### src/rtl/step_trace_pkg.sv
package step_trace_pkg;
  localparam int XLEN       = 32;
  localparam int KEEP_W     = 16;
  localparam int STEP_BIT   = 10;
  localparam int BRANCH_BIT = 9;

  // Status word for interrupt entry: upper half cleared, lower half copied.
  function automatic logic [XLEN-1:0] pack_status(input logic [XLEN-1:0] sw);
    logic [XLEN-1:0] r;
    r = '0;
    r[KEEP_W-1:0] = sw[KEEP_W-1:0];
    return r;
  endfunction

  function automatic logic step_wants(input logic en, input logic is_rfi);
    return en && !is_rfi;
  endfunction

  function automatic logic branch_wants(input logic en, input logic is_br);
    return en && is_br;
  endfunction
endpackage

### src/rtl/trace_qualify.sv
module trace_qualify
  import step_trace_pkg::*;
#(
  parameter int W      = XLEN,
  parameter int S_BIT  = STEP_BIT,
  parameter int B_BIT  = BRANCH_BIT
)(
  input  logic         vld,
  input  logic         is_rfi,
  input  logic         is_branch,
  input  logic         faulted,
  input  logic [W-1:0] sw,
  output logic         step_hit,
  output logic         branch_hit,
  output logic         hit
);
  logic step_en, branch_en, clean;

  assign step_en    = sw[S_BIT];
  assign branch_en  = sw[B_BIT];
  assign clean      = vld && !faulted;
  assign step_hit   = clean && step_wants(step_en, is_rfi);
  assign branch_hit = clean && branch_wants(branch_en, is_branch);
  // both causes fold into one request
  assign hit        = step_hit || branch_hit;
endmodule

### src/rtl/trace_pending.sv
module trace_pending
  import step_trace_pkg::*;
#(
  parameter int W = XLEN
)(
  input  logic         clk,
  input  logic         rst_n,
  input  logic         hit,
  input  logic         ack,
  input  logic [W-1:0] next_pc,
  input  logic [W-1:0] status_in,
  output logic         hold,
  output logic         req,
  output logic [W-1:0] pc_q,
  output logic [W-1:0] status_q
);
  logic load;

  assign hold = req && !ack;
  assign load = hit && !hold;

  always_ff @(posedge clk) begin
    if (!rst_n) begin
      req      <= 1'b0;
      pc_q     <= '0;
      status_q <= '0;
    end else begin
      req <= hold || hit;
      if (load) begin
        pc_q     <= next_pc;
        status_q <= status_in;
      end
    end
  end


  hold_chk: assert property (@(posedge clk) disable iff (!rst_n)
    hold |=> (req && $stable(pc_q) && $stable(status_q)));


  drop_chk: assert property (@(posedge clk) disable iff (!rst_n)
    (req && ack && !hit) |=> !req);
endmodule

### src/rtl/step_trace_unit.sv
module step_trace_unit
  import step_trace_pkg::*;
#(
  parameter int W = XLEN
)(
  input  logic         clk,
  input  logic         rst_n,
  input  logic         retire_vld,
  input  logic         retire_is_rfi,
  input  logic         retire_is_branch,
  input  logic         retire_faulted,
  input  logic [W-1:0] retire_next_pc,
  input  logic [W-1:0] state_word,
  input  logic         trace_ack,
  output logic         trace_req,
  output logic [W-1:0] save_pc,
  output logic [W-1:0] save_status
);
  logic         step_hit, branch_hit, trace_hit, pend_hold;
  logic [W-1:0] status_next;

  assign status_next = pack_status(state_word);

  trace_qualify #(.W(W)) u_qual (
    .vld        (retire_vld),
    .is_rfi     (retire_is_rfi),
    .is_branch  (retire_is_branch),
    .faulted    (retire_faulted),
    .sw         (state_word),
    .step_hit   (step_hit),
    .branch_hit (branch_hit),
    .hit        (trace_hit)
  );

  trace_pending #(.W(W)) u_pend (
    .clk       (clk),
    .rst_n     (rst_n),
    .hit       (trace_hit),
    .ack       (trace_ack),
    .next_pc   (retire_next_pc),
    .status_in (status_next),
    .hold      (pend_hold),
    .req       (trace_req),
    .pc_q      (save_pc),
    .status_q  (save_status)
  );


  fault_chk: assert property (@(posedge clk) disable iff (!rst_n)
    (retire_vld && retire_faulted && !pend_hold) |=> !trace_req);


  rfi_chk: assert property (@(posedge clk) disable iff (!rst_n)
    (retire_vld && retire_is_rfi && !retire_is_branch && !pend_hold) |=> !trace_req);


  pc_chk: assert property (@(posedge clk) disable iff (!rst_n)
    (trace_hit && !pend_hold) |=> (save_pc == $past(retire_next_pc)));


  status_chk: assert property (@(posedge clk) disable iff (!rst_n)
    trace_req |-> (save_status[W-1:KEEP_W] == '0));


  step_chk: assert property (@(posedge clk) disable iff (!rst_n)
    step_hit |=> trace_req);


  branch_chk: assert property (@(posedge clk) disable iff (!rst_n)
    branch_hit |=> trace_req);
endmodule

### config.mk
export PLATFORM = sky130hd
export DESIGN_NAME = step_trace_unit
export DESIGN_NICKNAME = d
export VERILOG_FILES = /design/src/rtl/step_trace_pkg.sv /design/src/rtl/trace_qualify.sv /design/src/rtl/trace_pending.sv /design/src/rtl/step_trace_unit.sv
export SDC_FILE = /design/constraint.sdc
export NUM_CORES = 1
export LEC_CHECK = 0
export CAP_MARGIN = 40
export CORE_MARGIN = 8
export CORE_UTILIZATION = 35
export CTS_CLUSTER_SIZE = 25
export DETAILED_ROUTE_END_ITERATION = 6
export DONT_BUFFER_PORTS = 1
export HOLD_SLACK_MARGIN = 0.15
export PLACE_DENSITY = 0.59
export SYNTH_ARGS = -nofsm -noshare
export SYNTH_HDL_FRONTEND = slang
export SYNTH_HIERARCHICAL = 1
export SYNTH_SLANG_ARGS = --single-unit
### constraint.sdc
create_clock -name clk -period 1.04 [get_ports clk]
set_input_delay 0.104 -clock clk [delete_from_list [all_inputs] [get_ports clk]]
set_output_delay 0.104 -clock clk [all_outputs]
set_load 0.02 [all_outputs]
==> impl_metrics.py, run 1 <==
metrics = {
    "routing": {
        "met1Wirelength_um": 2600,
        "firstDrtPassIters": 4,
        "topRoutingLayerUsed": "met4",
        "wirelength_um": 7110,
        "route.detailed.drc": 0,
        "drt.antenna.violating_nets": 0,
        "wl_met2_um": 3800,
        "vias_per_cell": 4.39,
        "wl_met3_um": 517,
        "routed-via-count": 2135,
        "drtIter0Drc": 57,
        "wire_per_inst_um": 14.6,
    },
    "placement": {
        "place_congestion": 0.648,
        "io_buffers": 0,
        "pre_cts_slack_ns": -0.180,
        "dp_hpwl_um": 4060,
        "place_area_um2": 2950,
    },
    "sta": {
        "holdWs_ns": -0.0775,
        "fin_skew_ns": 0.00688,
        "hold_viol": 63,
        "fmax_ghz": 0.844,
        "grt_setup_unrepaired": "yes",
        "fin_ws_ns": -0.144,
        "maxSlewViolCount": 0,
        "post-route-min-period_ns": 1.18,
        "min_period_over_period_pct": 114,
        "setup_viol": 64,
    },
    "global_routing": {
        "grt_pass1_wl_um": 11000,
        "antenna_found_initial": 0,
        "grt_max_degree": 130,
        "global_route.overflow_total": 0,
        "track_usage_pct": 12.4,
        "grt_pass1_vias": 2218,
    },
    "synth": {
        "synth_warnings": 6,
        "synthCells": 286,
        "synth_area_um2": 2710,
        "syn_avg_cell_area_um2": 9.47,
    },
    "clock_network": {
        "tritoncts": "built",
        "cts_buffer_depth": 2,
        "cts_root_buffer": "clkbuf_8",
        "clock_insertion_delay_worst_skew_ns": 0.32,
        "cts_made_buffers": 9,
        "clock-sinks": 65,
        "path_clk_slew_ns": 0.07,
        "cts_max_level": 3,
    },
    "finish": {
        "diodes": 0,
        "drive_gt1_share_pct": 15.4,
        "seqCellArea_um2": 1300,
        "nets": 450,
        "final_area_um2": 3810,
        "nFillCells": 719,
        "area_growth_pct": 40.7,
        "multi_input_area_um2": 1260,
    },
    "status": {
        "violations": "hold timing, setup timing",
        "run_status": "complete, but fails checks",
    },
    "die": {
        "die_width_um": 104,
        "die_area_um2": 10800,
        "core_region_area_um2": 7610,
        "std_cell_rows": 32,
        "start_util_pct": 35.6,
        "io_pins": 136,
        "die_y_um": 104,
    },
    "worst_setup_path": {
        "crit_arrival_ns": 1.43,
        "start_kind": "flip-flop",
        "required_ns": 1.29,
        "cp-end-kind": "flip-flop",
        "criticalPathCategory": "flip-flop to flip-flop",
        "critPathMaxFanout": 7,
    },
    "power_and_ir_drop": {
        "pwr_density_cell_nw_per_um2": 1410,
        "finalPower_w": 0.00536,
        "ir_worst_vdd_mv": 0.565,
        "power.leakage_nw": 1.54,
    },
    "min_path": {
        "hp-class": "primary input to flip-flop",
    },
    "flow_run": {
        "cap_violations": 0,
    },
}
[flip-flops by register name, indices dropped and copies added (netlist names)]
name	count
u_pend/pc_q	32
u_pend/req	1
u_pend/status_q	32
[cells in the final DEF, fill, tap and decap left out, drive strengths merged]
master       count
nand2          129
dfxtp           65
mux2i           64
dlygate4sd3     48
buf             38
conb            16
clkbuf          15
clkinv           2
nor2b            2
nand2b           2
bufinv           1
o21a             1
a21oi            1
[layer usage]
layer / vias up / global-route usage [%]
met2: 61 / 23.0
met3: 13 / 4.58
met4: 0 / 6.72
li1: 1083 / -
met1: 978 / 11.5
met5: - / 0
[layout make-up]
type                       instances  area share [%]
clock buffer                      13            3.91
multi-input combinational        215            33.0
clock inverter                     3            1.05
tap                              102            3.35
timing repair buffer              88            24.6
sequential                        65            34.2
[report_power, final]
group          internal [W]  switching (W)
Combinational      0.000354       0.000242
Clock               0.00117       0.000901
Sequential          0.00258       0.000114
[final timing paths]
kind	startpoint	endpoint	slack, ns	depth (start not counted)
max	u_pend/req$_SDFF_PN0_	u_pend/pc_q[12]$_SDFFE_PN0P_	-0.14	5
min	rst_n	u_pend/req$_SDFF_PN0_	-0.08	1
max reg2reg	u_pend/req$_SDFF_PN0_	u_pend/pc_q[12]$_SDFFE_PN0P_	-0.14	5
min reg2reg	u_pend/pc_q[16]$_SDFFE_PN0P_	u_pend/pc_q[16]$_SDFFE_PN0P_	0.46	2
[stage by stage]
step | instances | hold slack (ns) | utilization, % | setup TNS, ns
final | 486 | -0.0775 | 50.1 | -6.34
after global routing | 486 | -0.0978 | 50.1 | -9.31
after CTS | 483 | -0.114 | 49.1 | -6.15
after detailed placement | 414 | 0.249 | 38.8 | -8.59
after global placement | 414 | 0.238 | 38.8 | -7.09
after floorplan | 301 | 0.246 | - | -3.88
[worst max-delay path, stage by stage, from the launching register on]
cell	delay (ns)
dfxtp_2	0.32
nor2b_4	0.13
nor2b_4	0.15
buf_12	0.16
buf_16	0.14
mux2i_1	0.21
[repair_timing]
action,CTS,global route
buffers inserted,3,0
endpoints found under the setup margin,63,64
hold buffers,47,1
resized for setup,4,3
gates cloned,3,2
endpoints found under the hold margin,65,65
(Power assumes the default switching activity.)
==> run 2: changes to the inputs <==
- CTS_BUF_LIST: unset -> sky130_fd_sc_hd__clkbuf_2
==> run 2 against run 1 <==
  * The flow still finishes with violations (hold timing, setup timing)
  * Cell area rose by 18%
  * First-iteration DRC count fell by 26%
  * Critical path depth did not move
  * Global-route usage up 1.7 points
  * Highest routed layer unchanged
==> impl_metrics.py, run 2 (synthesis results as in run 1) <==
metrics = {
    "die": {
        "std_cell_rows": 32,
        "core_region_area_um2": 7610,
        "start_util_pct": 35.6,
        "die_y_um": 104,
        "io_pins": 136,
        "die_width_um": 104,
        "die_area_um2": 10800,
    },
    "sta": {
        "grt_setup_unrepaired": "yes",
        "fmax_ghz": 0.813,
        "maxSlewViolCount": 0,
        "post-route-min-period_ns": 1.23,
        "hold_viol": 65,
        "holdWs_ns": -0.242,
        "fin_skew_ns": 0.0192,
        "min_period_over_period_pct": 118,
        "setup_viol": 87,
        "fin_ws_ns": -0.190,
    },
    "worst_setup_path": {
        "required_ns": 1.45,
        "reg2reg_depth": 5,
        "critPathMaxFanout": 8,
        "criticalPathCategory": "flip-flop to flip-flop",
        "crit_arrival_ns": 1.64,
        "cp-end-kind": "flip-flop",
        "start_kind": "flip-flop",
    },
    "placement": {
        "dp_hpwl_um": 4060,
        "pre_cts_slack_ns": -0.180,
        "place_congestion": 0.648,
        "io_buffers": 0,
    },
    "finish": {
        "nets": 502,
        "drive_gt1_share_pct": 30.5,
        "area_growth_pct": 66.7,
        "mostFrequentLayoutCells": "nand2_1, dlygate4sd3_1, mux2i_1",
        "top_regs": "u_pend/pc_q (32), u_pend/status_q (32), u_pend/req (1)",
        "layout_commonest_cell": "nand2_1",
        "nFillCells": 627,
    },
    "global_routing": {
        "track_usage_pct": 14.1,
        "grt_pass1_wl_um": 12300,
        "grt_max_degree": 130,
        "global_route.overflow_total": 0,
        "antenna_found_initial": 1,
        "grt_pass1_vias": 2516,
    },
    "clock_network": {
        "path_clk_slew_ns": 0.19,
        "clock-sinks": 65,
        "cts_made_buffers": 9,
        "tritoncts": "built",
        "cts_root_buffer": "clkbuf_2",
        "cts_buffer_depth": 2,
        "clock_insertion_delay_worst_skew_ns": 0.46,
        "cts_max_level": 3,
    },
    "routing": {
        "drt.antenna.violating_nets": 0,
        "drtIter0Drc": 42,
        "vias_per_cell": 4.40,
        "route.detailed.drc": 0,
        "wire_per_inst_um": 15.2,
        "wirelength_um": 8180,
        "firstDrtPassIters": 4,
        "routed-via-count": 2370,
    },
    "power_and_ir_drop": {
        "net-switching-power_w": 0.00127,
        "finalPower_w": 0.00486,
        "ir_worst_vdd_mv": 0.670,
        "seq_power_share_pct": 54.5,
        "p_int_w": 0.00360,
        "pwr_density_cell_nw_per_um2": 1080,
        "switching_share_pct": 26.0,
        "power.leakage_nw": 1.73,
        "power.share.combinational_pct": 15.9,
        "p_clk_share_pct": 29.6,
    },
    "flow_run": {
        "cap_violations": 0,
    },
    "min_path": {
        "min_path_cells": 1,
        "hp-class": "primary input to flip-flop",
    },
    "status": {
        "violations": "hold timing, setup timing",
        "run_status": "complete, but fails checks",
    },
}
run 2: through the flow:
step / utilization (%) / setup TNS (ns) / area, um^2 / instances
detailed placement: 38.8 / -8.59 / 2950 / 414
global route: 59.3 / -15.44 / 4510 / 539
global placement: 38.8 / -7.09 / 2950 / 414
floorplan: - / -3.88 / 2770 / 301
finish: 59.3 / -8.37 / 4510 / 539
CTS: 56.5 / -9.59 / 4300 / 527
run 2: worst paths after layout:
| check | start | endpoint | slack (ns) |
|---|---|---|---|
| worst max-delay path | u_pend/req$_SDFF_PN0_ | u_pend/pc_q[14]$_SDFFE_PN0P_ | -0.19 |
| worst min-delay path | rst_n | u_pend/req$_SDFF_PN0_ | -0.24 |
| worst max register to register | u_pend/req$_SDFF_PN0_ | u_pend/pc_q[14]$_SDFFE_PN0P_ | -0.19 |
| worst min register to register | u_pend/pc_q[3]$_SDFFE_PN0P_ | u_pend/pc_q[3]$_SDFFE_PN0P_ | 0.47 |
run 2: power by group through the flow:
stage	Combinational [W]	Clock [W]	Sequential [W]
after global routing	0.000828	0.00163	0.00267
final	0.000774	0.00144	0.00265
after detailed placement	0.000374	0	0.00275
after floorplan	0.000330	0	0.00278
after CTS	0.000698	0.00153	0.00267
after global placement	0.000363	0	0.00275
run 2: timing repair:
| action | CTS | global route |
|---|---|---|
| buffers inserted | 3 | 6 |
| gates resized for setup | 112 | 24 |
| setup endpoints to repair | 129 | 129 |
| gates cloned | 2 | 3 |
| hold buffers | 92 | 2 |
| endpoints found under the hold margin | 65 | 65 |
run 2: critical path, stage by stage, from the launching register on:
cell     delay (ns)
dfxtp_2        0.35
nor2b_4        0.13
nor2b_4        0.15
buf_4          0.18
buf_16         0.15
mux2i_4        0.22
run 2: final cells by class:
class / count / area, um^2 / area share (%)
Tap cell: 102 / 128 / 2.83
Clock buffer: 12 / 60.1 / 1.33
Timing Repair Buffer: 140 / 1530 / 34.0
Clock inverter: 4 / 43.8 / 0.970
Sequential cell: 65 / 1480 / 32.7
Multi-Input combinational cell: 215 / 1270 / 28.2
Antenna cell: 1 / 2.50 / 0.0554
run 2: routing by layer:
| metal | wire length (um) | GRT usage (%) | up-vias |
|---|---|---|---|
| met1 | 2860 | 12.2 | 1094 |
| met3 | 540 | 5.27 | 19 |
| met2 | 4500 | 26.6 | 69 |
| met5 | 0 | 0 | - |
| met4 | 281 | 8.79 | 0 |
| li1 | - | - | 1188 |
